**src/rtl/fcl_pkg.sv**
```systemverilog
package fcl_pkg;
  localparam int DATA_W = 8;

  localparam int ST_DONE_BIT = 7;
  localparam int ST_ACC_BIT  = 5;
  localparam int ST_PROT_BIT = 4;

  typedef enum logic [1:0] {
    SEL_DIV  = 2'd0,
    SEL_STAT = 2'd1,
    SEL_CMD  = 2'd2,
    SEL_NONE = 2'd3
  } reg_sel_e;

  typedef enum logic [1:0] {
    CLS_VERIFY = 2'b00,
    CLS_PROG   = 2'b01,
    CLS_ERASE  = 2'b10,
    CLS_BAD    = 2'b11
  } cmd_cls_e;

  typedef enum logic [1:0] {
    GATE_IGNORE,
    GATE_ACC,
    GATE_PROT,
    GATE_RUN
  } gate_e;
endpackage

```
**src/rtl/fcl_timebase.sv**
```systemverilog
module fcl_timebase #(
  parameter int FDIV_W = 6
) (
  input  logic              clk_i,
  input  logic              rst_ni,
  input  logic              load_i,
  input  logic [FDIV_W-1:0] load_val_i,
  input  logic              loaded_i,
  input  logic [FDIV_W-1:0] fdiv_i,
  output logic              tick_o
);
  logic [FDIV_W-1:0] cnt_q;

  always_ff @(posedge clk_i or negedge rst_ni) begin
    if (!rst_ni) begin
      cnt_q <= '0;
    end else if (load_i) begin
      cnt_q <= load_val_i;
    end else if (loaded_i) begin
      cnt_q <= (cnt_q == '0) ? fdiv_i : cnt_q - 1'b1;
    end
  end

  assign tick_o = loaded_i && (cnt_q == '0);
endmodule

```
**src/rtl/fcl_launch_gate.sv**
```systemverilog
module fcl_launch_gate
  import fcl_pkg::*;
#(
  parameter int SECT_W    = 6,
  parameter int PROT_FROM = 48
) (
  input  logic              strike_i,
  input  logic              done_i,
  input  logic              acc_i,
  input  logic              prot_i,
  input  logic              loaded_i,
  input  cmd_cls_e          cls_i,
  input  logic [SECT_W-1:0] sector_i,
  output gate_e             verdict_o
);
  logic pe_cls;
  logic in_prot;

  assign pe_cls  = (cls_i == CLS_PROG) || (cls_i == CLS_ERASE);
  assign in_prot = {1'b0, sector_i} >= (SECT_W+1)'(PROT_FROM);

  // priority: gating, illegal class, divider missing, protection
  always_comb begin
    if (!strike_i || !done_i || acc_i || prot_i) verdict_o = GATE_IGNORE;
    else if (cls_i == CLS_BAD)                   verdict_o = GATE_ACC;
    else if (pe_cls && !loaded_i)                verdict_o = GATE_ACC;
    else if (pe_cls && in_prot)                  verdict_o = GATE_PROT;
    else                                         verdict_o = GATE_RUN;
  end
endmodule

```
**src/rtl/fcl_engine_stub.sv**
```systemverilog
module fcl_engine_stub #(
  parameter int ENG_TICKS     = 3,
  parameter int VERIFY_CYCLES = 5
) (
  input  logic clk_i,
  input  logic rst_ni,
  input  logic start_i,
  input  logic is_verify_i,
  input  logic tick_i,
  output logic done_o
);
  localparam int MAX_N = (ENG_TICKS > VERIFY_CYCLES) ? ENG_TICKS : VERIFY_CYCLES;
  localparam int CNT_W = $clog2(MAX_N + 1);

  logic             busy_q;
  logic             verify_q;
  logic [CNT_W-1:0] rem_q;
  logic             step;

  // verify paces on bus cycles, program/erase on time-base ticks
  assign step   = verify_q ? 1'b1 : tick_i;
  assign done_o = busy_q && step && (rem_q == CNT_W'(1));

  always_ff @(posedge clk_i or negedge rst_ni) begin
    if (!rst_ni) begin
      busy_q   <= 1'b0;
      verify_q <= 1'b0;
      rem_q    <= '0;
    end else if (start_i) begin
      busy_q   <= 1'b1;
      verify_q <= is_verify_i;
      rem_q    <= is_verify_i ? CNT_W'(VERIFY_CYCLES) : CNT_W'(ENG_TICKS);
    end else if (busy_q && step) begin
      if (rem_q == CNT_W'(1)) busy_q <= 1'b0;
      rem_q <= rem_q - 1'b1;
    end
  end
endmodule

```
**src/rtl/fcl_launch_ctrl.sv**
```systemverilog
module fcl_launch_ctrl
  import fcl_pkg::*;
#(
  parameter int FDIV_W        = 6,
  parameter int ENG_TICKS     = 3,
  parameter int VERIFY_CYCLES = 5,
  parameter int PROT_FROM     = 48
) (
  input  logic              clk_i,
  input  logic              rst_ni,
  input  logic              wr_en_i,
  input  logic [1:0]        wr_sel_i,
  input  logic [DATA_W-1:0] wr_data_i,
  output logic [FDIV_W-1:0] fdiv_o,
  output logic              div_loaded_o,
  output logic              tick_o,
  output logic [DATA_W-1:0] cmd_o,
  output logic              cmd_done_o,
  output logic              acc_err_o,
  output logic              prot_err_o
);
  localparam int SECT_W = DATA_W - 2;

  logic [FDIV_W-1:0] fdiv_q;
  logic              loaded_q;
  logic [DATA_W-1:0] cmd_q;
  logic              done_q, acc_q, prot_q;
  logic              wr_div, wr_stat, wr_cmd, div_load;
  logic              tick, eng_done;
  cmd_cls_e          cls;
  gate_e             verdict;

  assign wr_div   = wr_en_i && (wr_sel_i == SEL_DIV);
  assign wr_stat  = wr_en_i && (wr_sel_i == SEL_STAT);
  assign wr_cmd   = wr_en_i && (wr_sel_i == SEL_CMD);
  assign div_load = wr_div && !loaded_q;
  assign cls      = cmd_cls_e'(cmd_q[1:0]);

  fcl_timebase #(.FDIV_W(FDIV_W)) u_tb (
    .clk_i      (clk_i),
    .rst_ni     (rst_ni),
    .load_i     (div_load),
    .load_val_i (wr_data_i[FDIV_W-1:0]),
    .loaded_i   (loaded_q),
    .fdiv_i     (fdiv_q),
    .tick_o     (tick)
  );

  fcl_launch_gate #(.SECT_W(SECT_W), .PROT_FROM(PROT_FROM)) u_gate (
    .strike_i  (wr_stat && wr_data_i[ST_DONE_BIT]),
    .done_i    (done_q),
    .acc_i     (acc_q),
    .prot_i    (prot_q),
    .loaded_i  (loaded_q),
    .cls_i     (cls),
    .sector_i  (cmd_q[DATA_W-1:2]),
    .verdict_o (verdict)
  );

  fcl_engine_stub #(.ENG_TICKS(ENG_TICKS), .VERIFY_CYCLES(VERIFY_CYCLES)) u_eng (
    .clk_i       (clk_i),
    .rst_ni      (rst_ni),
    .start_i     (verdict == GATE_RUN),
    .is_verify_i (cls == CLS_VERIFY),
    .tick_i      (tick),
    .done_o      (eng_done)
  );

  always_ff @(posedge clk_i or negedge rst_ni) begin
    if (!rst_ni) begin
      fdiv_q   <= '0;
      loaded_q <= 1'b0;
    end else if (div_load) begin
      fdiv_q   <= wr_data_i[FDIV_W-1:0];
      loaded_q <= 1'b1;
    end
  end

  always_ff @(posedge clk_i or negedge rst_ni) begin
    if (!rst_ni)              cmd_q <= '0;
    else if (wr_cmd && done_q) cmd_q <= wr_data_i;
  end

  always_ff @(posedge clk_i or negedge rst_ni) begin
    if (!rst_ni) begin
      done_q <= 1'b1;
      acc_q  <= 1'b0;
      prot_q <= 1'b0;
    end else begin
      if (verdict == GATE_RUN) done_q <= 1'b0;
      else if (eng_done)       done_q <= 1'b1;

      if (verdict == GATE_ACC)                   acc_q <= 1'b1;
      else if (wr_stat && wr_data_i[ST_ACC_BIT]) acc_q <= 1'b0;

      if (verdict == GATE_PROT)                   prot_q <= 1'b1;
      else if (wr_stat && wr_data_i[ST_PROT_BIT]) prot_q <= 1'b0;
    end
  end

  assign fdiv_o       = fdiv_q;
  assign div_loaded_o = loaded_q;
  assign tick_o       = tick;
  assign cmd_o        = cmd_q;
  assign cmd_done_o   = done_q;
  assign acc_err_o    = acc_q;
  assign prot_err_o   = prot_q;
endmodule

```
**config.mk**
```make
export PLATFORM = sky130hd
export DESIGN_NAME = fcl_launch_ctrl
export DESIGN_NICKNAME = d
export VERILOG_FILES = /design/src/rtl/fcl_pkg.sv /design/src/rtl/fcl_timebase.sv /design/src/rtl/fcl_launch_gate.sv /design/src/rtl/fcl_engine_stub.sv /design/src/rtl/fcl_launch_ctrl.sv
export SDC_FILE = /design/constraint.sdc
export NUM_CORES = 1
export LEC_CHECK = 0
export CORE_MARGIN = 1
export CORE_UTILIZATION = 50
export DETAILED_ROUTE_END_ITERATION = 8
export GPL_TIMING_DRIVEN = 0
export HOLD_SLACK_MARGIN = 0.02
export PLACE_DENSITY = 0.87
export SLEW_MARGIN = 15
export SYNTH_ARGS = -nofsm -noshare
export SYNTH_HDL_FRONTEND = slang
export SYNTH_SLANG_ARGS = --single-unit
```
**constraint.sdc**
```tcl
create_clock -name clk_i -period 4.6 [get_ports clk_i]
set_clock_uncertainty 0.2 [all_clocks]
set_input_delay 0.46 -clock clk_i [delete_from_list [all_inputs] [get_ports clk_i]]
set_output_delay 0.46 -clock clk_i [all_outputs]
set_load 0.01 [all_outputs]
```
==> flow_metrics.tcl <==
set metrics [dict create \
    r2r_end "u_eng.rem_q[1]" \
    drv_cap 0 \
    wirelength_um 3370 \
    core_um2 2780 \
    worstSetupStartpoint "u_tb.cnt_q[3]" \
    cts_htree_levels 2 \
    place_hpwl_um 2480 \
    holdPathEnd "cmd_o[4]" \
    die_x_um 56.6 \
    internal_power_mw 0.504 \
    crit_type "reg -> out" \
    fin_cells 209 \
    fin_crit_sh 0.652 \
    post_cts_buffers 0 \
    clkPwrFrac 0.241 \
    cts_hold_buf 1 \
    drt-pass1-iter-count 4 \
    switching_share 0.317 \
    grt_overflow 0 \
    drt_iter0_drc 37 \
    cts_tree "done" \
    worst-endpoint-required_ns 3.94 \
    final_common_cell "clkdlybuf4s50_1" \
    port_buffers 31 \
    hold_viol_final 0 \
    wire_per_inst_um 16.1 \
    syn-num-nets 157 \
    grt_setup_unrepaired "false" \
    ir_drop_mv 0.318 \
    rows 19 \
    dp_cells 200 \
    viasPerCell 5.97 \
    clock-sinks 29 \
    synth.avg_cell_area_um2 10.8 \
    nets 196 \
    synth_cells 138 \
    min_period_ns 3.00 \
    worstMarginPinSlew_ns 0.720 \
    cts_buffer_depth 2 \
    cts_buffers 5 \
    grtUsageTotal 0.237 \
    seqPwrFrac 0.465 \
    hp-class "reg -> reg" \
    routabilityCongestion 0.812 \
    yosys_warnings 0 \
    cp-start-kind "flip-flop" \
    end_kind "output port" \
    p_per_area_nw_per_um2 386 \
    synthTopCellsByArea "dfrtp_1, mux2_2, ha_1, mux2i_1, inv_1" \
    synth_cell_types 37 \
    fmax_mhz 334 \
    arrival_ns 2.34 \
    antenna_found_initial 0 \
    num_io_pins 32 \
    status "completed" \
    num_antenna_cells 0 \
    final-setup-viol-count 0 \
    drc 0 \
    cts-root-buf "clkbuf_4" \
    drive_gt1_frac 0.140 \
    synth_sequential_area_ratio 0.488 \
    finalSetupTns_ns 0 \
    initial_core_util 0.535 \
    grt_max_degree 30 \
    p_comb_frac 0.294 \
    vias 1248 \
    hold_depth 2 \
    p_switching_mw 0.234 \
    p_leak_nw 0.883 \
    post-synth-top-area-cell "dfrtp_1" \
    layout_common_cells "clkdlybuf4s50_1, dfrtp_1, inv_1, mux2_2" \
    slew_viol_final 0 \
    relSlewSlack 0.515 \
    insertion_delay_ns 0.32 \
    syn_to_final_growth_pct 28.5 \
    clkTransAtPathRegs_ns 0.09 \
    hold_start "cmd_o[4]" \
    reg2regPathDepth 4 \
    ff2ff_setup_slack_ns 2.61 \
    crit_path_max_fanout 6 \
    synth_area_um2 1490 \
    p_total_mw 0.739 \
    fp.dieH_um 56.6 \
    grt_pass1_wl_um 5750 \
    die-area_um2 3200 \
    synth_seq_cells 29 \
    first_global_vias 1267 \
    whs_ns 0.299 \
    ant_nets 0 \
    yosys.area.top_type_share 0.471 \
    r2r_start "cmd_done_o" \
    ctsResizeCount 0 \
]
layout make-up:
cell class	count	area, um2
fill	199	868
sequential	29	727
multi-input combinational	92	691
timing repair buffer	32	315
clock buffer	7	65.1
inverter	13	48.8
tap	31	38.8
buffer	4	22.5
clock inverter	1	5.00
per-layer routing:
| layer | share of wire | wire, um | GRT usage | up-vias |
|---|---|---|---|---|
| met5 | 0 | 0 | 0 | - |
| met4 | 0.028 | 93 | 0.129 | 0 |
| met3 | 0.068 | 228 | 0.0438 | 13 |
| met2 | 0.48 | 1600 | 0.366 | 56 |
| met1 | 0.43 | 1440 | 0.314 | 613 |
| li1 | - | - | - | 566 |
how the worst max path moves through the flow:
stage / end / slack [ns]
6_report: tick_o / 1.60
5_1_grt: tick_o / 1.52
4_1_cts: tick_o / 1.59
3_5_place_dp: fdiv_o[2] / 1.93
3_3_place_gp: tick_o / 1.97
2_1_floorplan: tick_o / 2.46
state kept, by name, indices dropped and copies added, names as in the netlist:
name            flops
prot_err_o          1
u_eng.rem_q         3
cmd_o               8
u_eng.busy_q        1
u_tb.cnt_q          6
u_eng.verify_q      1
acc_err_o           1
fdiv_o              6
cmd_done_o          1
div_loaded_o        1
stage by stage:
| stage | instance area, um2 | setup WS (ns) | util |
|---|---|---|---|
| 2_1_floorplan | 1490 | 2.46 | - |
| 3_3_place_gp | 1840 | 1.97 | 0.661 |
| 3_5_place_dp | 1830 | 1.93 | 0.659 |
| 4_1_cts | 1910 | 1.59 | 0.688 |
| 5_1_grt | 1910 | 1.52 | 0.688 |
| 6_report | 1910 | 1.60 | 0.688 |
cells in the mapped netlist:
cell        n
o21ai_0     8
a211oi_1    5
nor2b_1     3
or3_4       1
nand3b_1    1
nor4_1      1
nand2b_1    1
or3b_1      1
o2111ai_1   1
nand4_1     1
inv_1      13
o311a_1     1
xnor2_1     1
and2_1      1
clkbuf_1    3
mux2_2     12
and3_1      2
o31ai_1     1
nand3_1     3
or2_2       1
mux2i_1     7
nand2_1     8
o21a_1      1
nand4b_1    2
a21oi_1     8
a21o_1      1
o21ai_1     1
or4_1       1
dfrtp_1    28
dfstp_2     1
nor3b_1     2
nor3_1      3
buf_6       1
xor2_1      3
a221o_1     1
ha_1        6
nor2_1      3
critical path, cell delays in order (launching register included):
cell and delay (ns):
dfrtp_1 0.43, or3_4 0.42, or3b_1 0.39, buf_6 0.15, nor2_1 0.08, clkdlybuf4s50_1 0.54
power groups by stage:
stage	clock network (mW)	logic, mW	registers, mW
after floorplan	0	0.138	0.343
after global placement	0	0.200	0.344
after detailed placement	0	0.214	0.348
after CTS	0.181	0.217	0.343
after global routing	0.190	0.239	0.350
final	0.178	0.217	0.344
cell families after synthesis:
kind of cell / count (synthesis) / share of synthesized area
compound gates: 28 / 0.117
xor+xnor: 4 / 0.0235
fa+ha+maj: 6 / 0.0504
buf+inv: 17 / 0.0479
flops: 29 / 0.488
mux: 19 / 0.138
simple gates: 35 / 0.135
(Power assumes the default switching activity.)
